--- config.mk ---
export PLATFORM = sky130hd
export DESIGN_NAME = dbg_freeze_ctrl
export DESIGN_NICKNAME = d
export VERILOG_FILES = /design/src/rtl/dbg_freeze_ctrl.sv
export SDC_FILE = /design/constraint.sdc
export NUM_CORES = 1
export LEC_CHECK = 0
export BUFFER_PORTS_ARGS = -buffer_cell sky130_fd_sc_hd__clkbuf_2
export CORE_ASPECT_RATIO = 1.1
export CORE_MARGIN = 10
export CORE_UTILIZATION = 36
export DETAILED_ROUTE_END_ITERATION = 10
export PLACE_DENSITY = 0.9
export SYNTH_ARGS = -nofsm -noshare
export SYNTH_HDL_FRONTEND = slang
export SYNTH_SLANG_ARGS = --single-unit
--- constraint.sdc ---
create_clock -name clk -period 1.9 [get_ports clk]
set_input_delay 0.19 -clock clk [delete_from_list [all_inputs] [get_ports clk]]
set_output_delay 0.19 -clock clk [all_outputs]
set_load 0.1 [all_outputs]
--- src/rtl/dbg_freeze_ctrl.sv ---
`timescale 1ns/1ps
module dbg_freeze_ctrl #(
  parameter int NUM_SLOTS = 11,
  parameter int DATA_W    = 32,
  parameter int ADDR_W    = 4,
  parameter int SET_OFS   = 0,
  parameter int CLR_OFS   = 4,
  parameter int WDOG_SLOT = 3,
  parameter int RSVD_SLOT = 2
) (
  input  logic                 clk,
  input  logic                 rst_n,
  input  logic                 bus_sel,
  input  logic                 bus_wr,
  input  logic [ADDR_W-1:0]    bus_addr,
  input  logic [DATA_W-1:0]    bus_wdata,
  output logic [DATA_W-1:0]    bus_rdata,
  input  logic                 main_halted,
  input  logic                 main_frz_en,
  input  logic                 aux_halted,
  input  logic                 aux_frz_en,
  input  logic                 wdog_rst_mode,
  output logic [NUM_SLOTS-1:0] freeze_o
);
  localparam logic [NUM_SLOTS-1:0] WDOG_BIT  = NUM_SLOTS'(1) << WDOG_SLOT;
  localparam logic [NUM_SLOTS-1:0] LIVE_MASK = {NUM_SLOTS{1'b1}} ^ (NUM_SLOTS'(1) << RSVD_SLOT);

  logic [NUM_SLOTS-1:0] sw_frz;

  wire hit_set = bus_addr == ADDR_W'(SET_OFS);
  wire hit_clr = bus_addr == ADDR_W'(CLR_OFS);
  wire wr_set  = bus_sel & bus_wr & hit_set;
  wire wr_clr  = bus_sel & bus_wr & hit_clr;
  wire [NUM_SLOTS-1:0] wmask = bus_wdata[NUM_SLOTS-1:0] & LIVE_MASK;

  always_ff @(posedge clk or negedge rst_n)
    if (!rst_n)      sw_frz <= '0;
    else if (wr_set) sw_frz <= sw_frz | wmask;
    else if (wr_clr) sw_frz <= sw_frz & ~wmask;

  wire halt_all = (main_halted & main_frz_en) | (aux_halted & aux_frz_en);
  wire [NUM_SLOTS-1:0] sw_eff = sw_frz & ~(WDOG_BIT & {NUM_SLOTS{wdog_rst_mode}});

  assign freeze_o  = (sw_eff | {NUM_SLOTS{halt_all}} | (WDOG_BIT & {NUM_SLOTS{main_halted}})) & LIVE_MASK;
  assign bus_rdata = (bus_sel & (hit_set | hit_clr)) ? DATA_W'(sw_frz) : '0;

  p_set_r2: assert property (@(posedge clk) disable iff (!rst_n)
    wr_set |=> ((sw_frz & ($past(bus_wdata[NUM_SLOTS-1:0]) & LIVE_MASK)) == ($past(bus_wdata[NUM_SLOTS-1:0]) & LIVE_MASK)));
  p_clr_r3: assert property (@(posedge clk) disable iff (!rst_n)
    wr_clr |=> ((sw_frz & $past(bus_wdata[NUM_SLOTS-1:0])) == '0));
  p_hold_r10: assert property (@(posedge clk) disable iff (!rst_n)
    !(wr_set || wr_clr) |=> $stable(sw_frz));
  p_main_all_r6: assert property (@(posedge clk) disable iff (!rst_n)
    (main_halted && main_frz_en) |-> ((freeze_o & LIVE_MASK) == LIVE_MASK));
  p_wdog_halt_r7: assert property (@(posedge clk) disable iff (!rst_n)
    main_halted |-> freeze_o[WDOG_SLOT]);
  p_sw_only_r7: assert property (@(posedge clk) disable iff (!rst_n)
    (!main_halted && !(aux_halted && aux_frz_en)) |-> ((freeze_o & ~WDOG_BIT) == (sw_frz & ~WDOG_BIT)));
  p_wdog_block_r9: assert property (@(posedge clk) disable iff (!rst_n)
    (wdog_rst_mode && !main_halted && !(aux_halted && aux_frz_en)) |-> !freeze_o[WDOG_SLOT]);
endmodule

==> metrics.log, run 1 <==
INFO  metric synth.top_cells.by_area = sky130_fd_sc_hd__dfrtp_1 (32%), sky130_fd_sc_hd__buf_4 (22%), sky130_fd_sc_hd__mux2i_1 (13%)
INFO  metric r2r.worst_path.cells = 2
INFO  metric worstMarginPinSlew = 0.551 ns
INFO  metric place.gp.congestion = 0.768
INFO  metric timing.critical_path.depth = 2
INFO  metric final_cells = 163
INFO  metric dieArea = 4480 µm²
INFO  metric overflow = 0
INFO  metric dieWidth = 64.8 µm
INFO  metric netlist.area_leader.share = 0.315
INFO  metric critPathTopFamily = flip-flops
INFO  metric layout_min_cycle_time = 1.53 ns
INFO  metric numPlacedInstances = 158
INFO  metric first_pass_grt_wire_length = 3.29 mm
INFO  metric design_area = 1130 µm²
INFO  metric clock_tree_from_tritoncts = yes
INFO  metric critical-path-slowest-cell = sky130_fd_sc_hd__dfrtp_1
INFO  metric cp_capture_type = output pin
INFO  metric design.core.area = 2060 µm²
INFO  metric fmaxAchievable = 0.654 GHz
INFO  metric cts_max_level = 1
INFO  metric final_report_max_slew_violation_count = 0
INFO  metric max_slew_margin = 0.634
INFO  metric largest_family_of_logic_cells_by_synthesized_area = buffers and inverters
INFO  metric post-route-period-util = 0.805
INFO  metric critical_path.max_stage_delay = 0.39 ns
INFO  metric place_worst_setup_slack = 0.516 ns
INFO  metric final.setup.tns = 0 ns
INFO  metric worst_voltage_drop_across_the_vdd_grid = 440 µV
INFO  metric grt_start_max_net_pins = 21
INFO  metric crit_fanout = 3
INFO  metric root_buffer_cell = sky130_fd_sc_hd__clkbuf_4
INFO  metric post-cts-setup-buffer-count = 0
INFO  metric clk-insertion-delay-late = 0.26 ns
INFO  metric drtPass1Iterations = 4
INFO  metric hold_viol = 0
INFO  metric timing.critical_path.arrival = 1.34 ns
INFO  metric final_core_util = 0.546
INFO  metric drtAntennaViolNets = 0
INFO  metric netlist_instances = 91
INFO  metric critical_path.startpoint_type = register
INFO  metric detailed_place.area = 1080 µm²
INFO  metric antenna_cells_inserted = 0
INFO  metric cellPowerDensity = 953 nW/µm²
INFO  metric post_synth_and_or_nand_nor_area_fraction = 0.221
INFO  metric routed_via_density = 4.14
INFO  metric clock_tree.buffer_depth = 2
INFO  metric numCtsBuffers = 3
INFO  metric synth-compound-area-share = 0.0221
INFO  metric rsz_0062_raised_after_global_routing = false
INFO  metric total_vias_in_the_final_route = 675
INFO  metric yosys.area_share.adder = 0
INFO  metric first_global_vias = 723
INFO  metric area_delta_synth_final = 42.1%
INFO  metric cts.clk_slew.worst_paths = 0.07 ns
INFO  metric worstPathRequired = 1.71 ns
INFO  metric postSynthRegisterBits = 10
INFO  metric detailed_place_hpwl = 1.82 mm
INFO  metric yosys.area_share.xor_xnor = 0
INFO  metric cts.sinks = 10
INFO  metric drv_cap = 0
INFO  metric core.rowCount = 17
INFO  metric route.detailed.drc = 0
INFO  metric hold_path_depth = 3
INFO  metric yosysSeqAreaShare = 0.315
INFO  metric dieHeight = 69.2 µm
INFO  metric portBuffers = 42
INFO  metric design.final.nets = 181
INFO  metric synth_mux_area_frac = 0.126
INFO  metric detailedRoute.firstIterationViolations = 14
INFO  metric yosys_warnings = 0
INFO  metric setup_violators_final = 0
INFO  metric ios = 88
INFO  metric grt_antenna_before_repair = 0
INFO  metric layout-drive-gt1-share = 0.370
INFO  metric layout_setup_ws = 0.371 ns
INFO  metric hp-class = input port to register
INFO  metric synth_area_leader_cell = sky130_fd_sc_hd__dfrtp_1
INFO  metric run_status = complete, no violations
INFO  metric worst-path-buf-inv = 1
INFO  metric netlist-cell-type-count = 16
INFO  metric syn_area_per_cell = 8.72 µm²
INFO  metric initial_utilization = 0.384
INFO  metric crit_path_cell_trace = a221o_1 > clkbuf_2
INFO  metric groute.usage.overall = 0.0871
INFO  metric total_leakage_power = 0.663 nW
INFO  metric wl_per_cell = 13.0 µm
INFO  metric netlist_area = 793 µm²
INFO  metric route.final.wire_length = 2.11 mm
INFO  metric finalClockSkew = 0 ns
INFO  metric setup.worst_path.class = register to output pin
Yosys cell counts:
| library cell | number |
|---|---|
| sky130_fd_sc_hd__buf_1 | 1 |
| sky130_fd_sc_hd__nand2_1 | 9 |
| sky130_fd_sc_hd__clkbuf_8 | 1 |
| sky130_fd_sc_hd__nand3_2 | 1 |
| sky130_fd_sc_hd__buf_4 | 23 |
| sky130_fd_sc_hd__buf_6 | 1 |
| sky130_fd_sc_hd__inv_1 | 11 |
| sky130_fd_sc_hd__nand3_1 | 9 |
| sky130_fd_sc_hd__conb_1 | 1 |
| sky130_fd_sc_hd__mux2i_1 | 10 |
| sky130_fd_sc_hd__and2_1 | 10 |
| sky130_fd_sc_hd__clkbuf_1 | 1 |
| sky130_fd_sc_hd__dfrtp_1 | 10 |
| sky130_fd_sc_hd__nor4b_4 | 1 |
| sky130_fd_sc_hd__a22oi_1 | 1 |
| sky130_fd_sc_hd__a221o_1 | 1 |
worst register-to-register path, delay by kind of cell, from the launching register on:
kind	cells	cell delay, ns
flops	1	0.38
buf+inv	1	0.08
mux	1	0.07
where the power goes:
part	internal, mW	switching [mW]	total [mW]
Combinational	0.0923	0.523	0.615
Sequential	0.254	0.0177	0.272
Clock	0.116	0.0717	0.188
cell families (layout without fill, tap and decap cells):
| logic type | count (synthesis) | count (layout) |
|---|---|---|
| compound gates | 2 | 2 |
| mux | 10 | 10 |
| buf+inv | 38 | 60 |
| flops | 10 | 10 |
| simple gates | 30 | 30 |
| other cells | 1 | 23 |
through the flow:
stage | hold WS [ns] | total power [mW]
after floorplan | -0.106 | 0.838
after global placement | 0.0700 | 0.885
after detailed placement | 0.0733 | 0.891
after CTS | 0.174 | 1.09
after global routing | 0.188 | 1.13
final | 0.186 | 1.07
routing by layer:
metal	GRT usage	share of wire	up-vias
li1	-	-	329
met1	0.0817	0.33	300
met2	0.147	0.49	46
met3	0.0644	0.18	0
met4	0.0212	0	0
met5	0	0	-
path summary, 6_finish.rpt:
| path | startpoint | to | slack (ns) |
|---|---|---|---|
| max | register | freeze_o[3] | 0.37 |
| max reg2reg | register | register | 1.26 |
| min in group asynchronous | rst_n | asynchronous set/reset pin | 0.32 |
| min reg2reg | register | register | 0.54 |
| max in group asynchronous | rst_n | asynchronous set/reset pin | 1.37 |
| min | bus_wdata[9] | register | 0.19 |
what timing repair did:
| item | CTS | global route |
|---|---|---|
| hold endpoints to repair | 10 | 0 |
| gates resized for setup | 0 | 0 |
| hold buffers | 1 | 0 |
cell usage in the layout (no fill, tap or decap), drive strengths merged:
cell type and instances:
and2 10, buf 12, inv 11, dfrtp 10
nand3 10, conb 23, mux2i 10, a22oi 1
nor4b 1, nand2 9, a221o 1, dlygate4sd3 1
clkbuf 36
layout make-up:
type / count / area [µm²]
Clock buffer: 4 / 36.3
Timing Repair Buffer: 45 / 385
Sequential cell: 10 / 250
Tap cell: 28 / 35.0
Inverter: 11 / 41.3
Multi-Input combinational cell: 65 / 379
Fill cell: 199 / 936
Power figures use the tool's default switching activity.
==> run 2, diff against run 1 <==
--- a/config.mk
+++ b/config.mk
@@ -8,9 +8,9 @@
 export BUFFER_PORTS_ARGS = -buffer_cell sky130_fd_sc_hd__clkbuf_2
 export CORE_ASPECT_RATIO = 1.1
 export CORE_MARGIN = 10
-export CORE_UTILIZATION = 36
+export CORE_UTILIZATION = 30
 export DETAILED_ROUTE_END_ITERATION = 10
-export PLACE_DENSITY = 0.9
+export PLACE_DENSITY = 0.81
 export SYNTH_ARGS = -nofsm -noshare
 export SYNTH_HDL_FRONTEND = slang
 export SYNTH_SLANG_ARGS = --single-unit
==> constraint.sdc (replaced) <==
create_clock -name clk -period 1.3 [get_ports clk]
set_input_delay 0.13 -clock clk [delete_from_list [all_inputs] [get_ports clk]]
set_output_delay 0.13 -clock clk [all_outputs]
set_load 0.1 [all_outputs]
==> metrics.log, run 2 (same netlist as run 1, synthesis figures left out) <==
INFO  metric layout.cells.most_common_list = sky130_fd_sc_hd__conb_1 (23), sky130_fd_sc_hd__clkbuf_2 (22), sky130_fd_sc_hd__buf_12 (20)
INFO  metric detailed_place_hpwl = 1.96 mm (+7.3%)
INFO  metric leading_cell_type_in_the_layout_fill_and_taps_excluded = sky130_fd_sc_hd__conb_1
INFO  metric num-fill-cells = 241 (+21%)
INFO  metric design_area = 1290 µm² (+15%)
INFO  metric route.detailed.drc = 0 (unchanged)
INFO  metric routed_via_density = 3.98 (-3.8%)
INFO  metric area_delta_synth_final = 63.2%
INFO  metric numCtsBuffers = 3 (unchanged)
INFO  metric hold_viol = 0 (unchanged)
INFO  metric dieHeight = 73.9 µm (+6.8%)
INFO  metric layout_setup_ws = 0.0243 ns (-0.347 ns)
INFO  metric root_buffer_cell = sky130_fd_sc_hd__clkbuf_4
INFO  metric cp_capture_type = output pin
INFO  metric layout_min_cycle_time = 1.28 ns
INFO  metric design.final.nets = 183 (+1.1%)
INFO  metric grt_start_max_net_pins = 13 (-38%)
INFO  metric dieWidth = 69.0 µm (+6.6%)
INFO  metric groute.usage.overall = 0.0885 (+0.00140)
INFO  metric crit_fanout = 2 (-1)
INFO  metric min_from = bus_wdata[9]
INFO  metric drtAntennaViolNets = 0 (unchanged)
INFO  metric clock_tree.buffer_depth = 2 (unchanged)
INFO  metric run_status = complete, no violations
INFO  metric antenna_cells_inserted = 0 (unchanged)
INFO  metric place_worst_setup_slack = 0.0834 ns (-0.432 ns)
INFO  metric final_core_util = 0.514 (-0.0325)
INFO  metric cellPowerDensity = 1280 nW/µm² (+35%)
INFO  metric first_pass_grt_wire_length = 3.73 mm (+13%)
INFO  metric ios = 88 (unchanged)
INFO  metric numPlacedInstances = 162 (+2.5%)
INFO  metric total_power = 1.66 mW (+55%)
INFO  metric rsz_0062_raised_after_global_routing = true
INFO  metric final_cells = 167 (+2.5%)
INFO  metric wl_per_cell = 13.4 µm (+3.8%)
INFO  metric setup.worst_path.class = register to output pin
INFO  metric hp-class = input port to register
INFO  metric overflow = 0 (unchanged)
INFO  metric worstPathRequired = 1.17 ns (-0.54 ns)
INFO  metric cts.clk_slew.worst_paths = 0.06 ns (about the same)
INFO  metric fin_hold_ws = 0.133 ns (-0.0526 ns)
INFO  metric detailed_place.area = 1250 µm² (+16%)
INFO  metric core.rowCount = 19 (+2)
INFO  metric grt_antenna_before_repair = 0 (unchanged)
INFO  metric initial_utilization = 0.315 (-0.0697)
INFO  metric drtPass1Iterations = 2 (-2)
INFO  metric place.gp.congestion = 0.704 (-8.3%)
INFO  metric final_report_max_slew_violation_count = 0 (unchanged)
INFO  metric cts_max_level = 1 (unchanged)
INFO  metric clk-insertion-delay-late = 0.26 ns (about the same)
INFO  metric total_vias_in_the_final_route = 665 (-1.5%)
INFO  metric worst_voltage_drop_across_the_vdd_grid = 738 µV (+68%)
INFO  metric route.final.wire_length = 2.25 mm (+6.4%)
INFO  metric total_leakage_power = 0.738 nW (+11%)
INFO  metric cts.sinks = 10 (unchanged)
INFO  metric clock_tree_from_tritoncts = yes
INFO  metric fmaxAchievable = 0.784 GHz
INFO  metric design.core.area = 2520 µm² (+22%)
INFO  metric post-route-period-util = 0.981
INFO  metric final.setup.tns = 0 ns (unchanged)
INFO  metric dieArea = 5100 µm² (+14%)
INFO  metric timing.critical_path.arrival = 1.15 ns (-0.19 ns)
INFO  metric setup_violators_final = 0 (unchanged)
INFO  metric first_global_vias = 779 (+7.7%)
INFO  metric drv_cap = 0 (unchanged)
INFO  metric finalClockSkew = 0 ns (unchanged)
INFO  metric portBuffers = 42 (unchanged)
INFO  metric critical_path.startpoint_type = register
INFO  metric detailedRoute.firstIterationViolations = 27 (+13)
INFO  metric layout-drive-gt1-share = 0.449 (+0.0782)
[run 2: cell count changes in the layout (fill, tap and decap cells not counted)]
cell                       before  now
sky130_fd_sc_hd__buf_4          2    4
sky130_fd_sc_hd__and2_1        10    0
sky130_fd_sc_hd__clkbuf_8       1    0
sky130_fd_sc_hd__and2_2         0   10
sky130_fd_sc_hd__clkbuf_2      32   22
sky130_fd_sc_hd__buf_12        10   20
[run 2: worst max-delay path: stages (launching register included)]
cell,delay [ns]
sky130_fd_sc_hd__dfrtp_1,0.37
sky130_fd_sc_hd__a221o_1,0.33
sky130_fd_sc_hd__buf_12,0.18
[run 2: worst paths after layout]
check / endpoint / slack (ns) / cells after the start
min reg2reg: register / 0.54 / 2
max in group asynchronous: asynchronous set/reset pin / 0.81 / 2
max reg2reg: register / 0.57 / 3
min in group asynchronous: asynchronous set/reset pin / 0.28 / 2
max: freeze_o[3] / 0.02 / 2
min: register / 0.13 / 3
[run 2: layout make-up]
cell class	instances	area (µm²)	share of cell area
timing repair buffer	47	551	0.425
clock buffer	3	22.5	0.0174
inverter	11	41.3	0.0319
tap	31	38.8	0.0300
multi-input combinational	65	392	0.302
sequential	10	250	0.193
[run 2: report_power, final]
part / internal, mW / switching, mW
Combinational: 0.271 / 0.793
Sequential: 0.372 / 0.0252
Clock: 0.107 / 0.0965
Total: 0.749 / 0.915
[run 2: what timing repair did]
item,CTS,global route
setup buffers,1,0
resized for setup,0,0
endpoints found under the setup margin,1,1
hold buffers,1,0
pin swaps,1,0
endpoints found under the hold margin,10,0
[run 2: layer usage]
metal	track usage	wire length [µm]	vias to the layer above
met2	0.148	1150	35
met5	0	0	-
met3	0.0572	310	0
met1	0.0898	787	298
li1	-	-	332
met4	0.0268	0	0
==> run 3, diff against run 2 <==
--- a/config.mk
+++ b/config.mk
@@ -11,6 +11,7 @@
 export CORE_UTILIZATION = 30
 export DETAILED_ROUTE_END_ITERATION = 10
 export PLACE_DENSITY = 0.81
+export RECOVER_POWER = 50
 export SYNTH_ARGS = -nofsm -noshare
 export SYNTH_HDL_FRONTEND = slang
 export SYNTH_SLANG_ARGS = --single-unit
==> metrics.log, run 3 (same netlist as run 1, synthesis figures left out) <==
INFO  metric numCtsBuffers = 3 (unchanged)
INFO  metric hold_viol = 0 (unchanged)
INFO  metric clock_tree.buffer_depth = 2 (unchanged)
INFO  metric crit_path_cell_trace = a221o_1 > buf_12
INFO  metric detailedRoute.firstIterationViolations = 27 (unchanged)
INFO  metric fin_hold_ws = 0.133 ns (unchanged)
INFO  metric design.final.nets = 183 (unchanged)
INFO  metric grt_antenna_before_repair = 0 (unchanged)
INFO  metric routed_via_density = 3.98 (-0.15%)
INFO  metric setup.worst_path.class = register to output pin
INFO  metric detailed_place_hpwl = 1.96 mm (unchanged)
INFO  metric drtPass1Iterations = 2 (unchanged)
INFO  metric layout-drive-gt1-share = 0.434 (-0.0147)
INFO  metric total_vias_in_the_final_route = 664 (-0.15%)
INFO  metric dieHeight = 73.9 µm (unchanged)
INFO  metric critical-path-slowest-cell = sky130_fd_sc_hd__dfrtp_1
INFO  metric hp-class = input port to register
INFO  metric crit_fanout = 2 (unchanged)
INFO  metric clk-insertion-delay-late = 0.26 ns (about the same)
INFO  metric place_worst_setup_slack = 0.0834 ns (unchanged)
INFO  metric overflow = 0 (unchanged)
INFO  metric rsz_0062_raised_after_global_routing = true
INFO  metric leading_cell_type_in_the_layout_fill_and_taps_excluded = sky130_fd_sc_hd__conb_1
INFO  metric initial_utilization = 0.315 (unchanged)
INFO  metric critical_path.startpoint_type = register
INFO  metric place.gp.congestion = 0.704 (unchanged)
INFO  metric fmaxAchievable = 0.784 GHz (unchanged)
INFO  metric dieWidth = 69.0 µm (unchanged)
INFO  metric critical_path.max_stage_delay = 0.37 ns (about the same)
INFO  metric drtAntennaViolNets = 0 (unchanged)
INFO  metric run_status = complete, no violations
INFO  metric worst_voltage_drop_across_the_vdd_grid = 738 µV (about the same)
INFO  metric antenna_cells_inserted = 0 (unchanged)
INFO  metric portBuffers = 42 (unchanged)
INFO  metric detailed_place.area = 1250 µm² (unchanged)
INFO  metric route.final.wire_length = 2.25 mm (unchanged)
INFO  metric cts_max_level = 1 (unchanged)
INFO  metric route.detailed.drc = 0 (unchanged)
INFO  metric layout.cells.most_common_list = sky130_fd_sc_hd__conb_1 (23), sky130_fd_sc_hd__clkbuf_2 (20), sky130_fd_sc_hd__buf_12 (20)
INFO  metric total_power = 1.66 mW (about the same)
INFO  metric worstMarginPinSlew = 0.562 ns
INFO  metric cellPowerDensity = 1290 nW/µm² (+0.14%)
INFO  metric layout_min_cycle_time = 1.28 ns (unchanged)
INFO  metric wl_per_cell = 13.4 µm (unchanged)
INFO  metric total_leakage_power = 0.732 nW (-0.81%)
INFO  metric design.core.area = 2520 µm² (unchanged)
INFO  metric grt_start_max_net_pins = 13 (unchanged)
INFO  metric first_global_vias = 779 (unchanged)
INFO  metric setup_violators_final = 0 (unchanged)
INFO  metric cp_capture_type = output pin
INFO  metric root_buffer_cell = sky130_fd_sc_hd__clkbuf_4
INFO  metric num-fill-cells = 242 (+0.41%)
INFO  metric clock_tree_from_tritoncts = yes
INFO  metric first_pass_grt_wire_length = 3.73 mm (unchanged)
INFO  metric worstPathRequired = 1.17 ns (about the same)
INFO  metric max_slew_margin = 0.625
INFO  metric ios = 88 (unchanged)
INFO  metric cts_resized = 0 (unchanged)
INFO  metric cts.clk_slew.worst_paths = 0.06 ns (about the same)
INFO  metric groute.usage.overall = 0.0885 (unchanged)
INFO  metric design_area = 1290 µm² (-0.19%)
INFO  metric core.rowCount = 19 (unchanged)
INFO  metric area_delta_synth_final = 62.9%
INFO  metric timing.critical_path.arrival = 1.15 ns (about the same)
INFO  metric cts.sinks = 10 (unchanged)
INFO  metric finalClockSkew = 0 ns (unchanged)
INFO  metric drv_cap = 0 (unchanged)
INFO  metric post-route-period-util = 0.981 (unchanged)
INFO  metric final_report_max_slew_violation_count = 0 (unchanged)
INFO  metric layout_setup_ws = 0.0243 ns (unchanged)
INFO  metric dieArea = 5100 µm² (unchanged)
run 3: cell types whose count changed in the layout (fill, tap and decap cells not counted):
cell | before | now
sky130_fd_sc_hd__clkbuf_1 | 0 | 2
sky130_fd_sc_hd__clkbuf_2 | 22 | 20
run 3: what timing repair did:
| item | CTS | global route |
|---|---|---|
| pin swaps | 1 | 0 |
| buffers inserted | 1 | 0 |
| endpoints found under the hold margin | 10 | 0 |
| hold buffers | 1 | 0 |
| setup endpoints to repair | 1 | 1 |
run 3: report_power, final:
part / internal, mW / switching [mW] / leakage, nW
Combinational: 0.270 / 0.793 / 0.614
Sequential: 0.372 / 0.0253 / 0.104
Clock: 0.107 / 0.0965 / 0.0138
Total: 0.748 / 0.915 / 0.732
run 3: routing by layer:
metal,vias to the layer above,share of wire,GRT usage
met5,-,0,0
met4,0,0,0.0268
met3,0,0.14,0.0572
met2,35,0.51,0.148
met1,297,0.35,0.0898
li1,332,-,-
run 3: layout make-up:
class                      instances  area (µm²)  area share
timing repair buffer              47         548       0.424
tap                               31        38.8      0.0300
sequential                        10         250       0.194
inverter                          11        41.3      0.0319
multi-input combinational         65         392       0.303
clock buffer                       3        22.5      0.0174
run 3: worst paths after layout:
kind / start / endpoint / slack [ns] / cells past startpoint
setup / recovery: register / freeze_o[3] / 0.02 / 2
hold / removal: bus_wdata[9] / register / 0.13 / 3
setup reg to reg: register / register / 0.57 / 3
hold reg to reg: register / register / 0.54 / 2
max in group asynchronous: rst_n / asynchronous set/reset pin / 0.55 / 2
min in group asynchronous: rst_n / asynchronous set/reset pin / 0.38 / 2
run 3: per-stage QoR:
step / util / TNS [ns] / cells
3_5_place_dp: 0.498 / 0 / 162
5_1_grt: 0.513 / -0.0270 / 167
6_report: 0.513 / 0 / 167
3_3_place_gp: 0.498 / 0 / 162
4_1_cts: 0.514 / 0 / 167
2_1_floorplan: - / -0.693 / 113
run 3: worst max-delay path: cells and delay by family (launching register included):
family / cells / cell delay, ns
AOI/OAI and AO/OA: 1 / 0.33
DFF: 1 / 0.37
buffers and inverters: 1 / 0.18
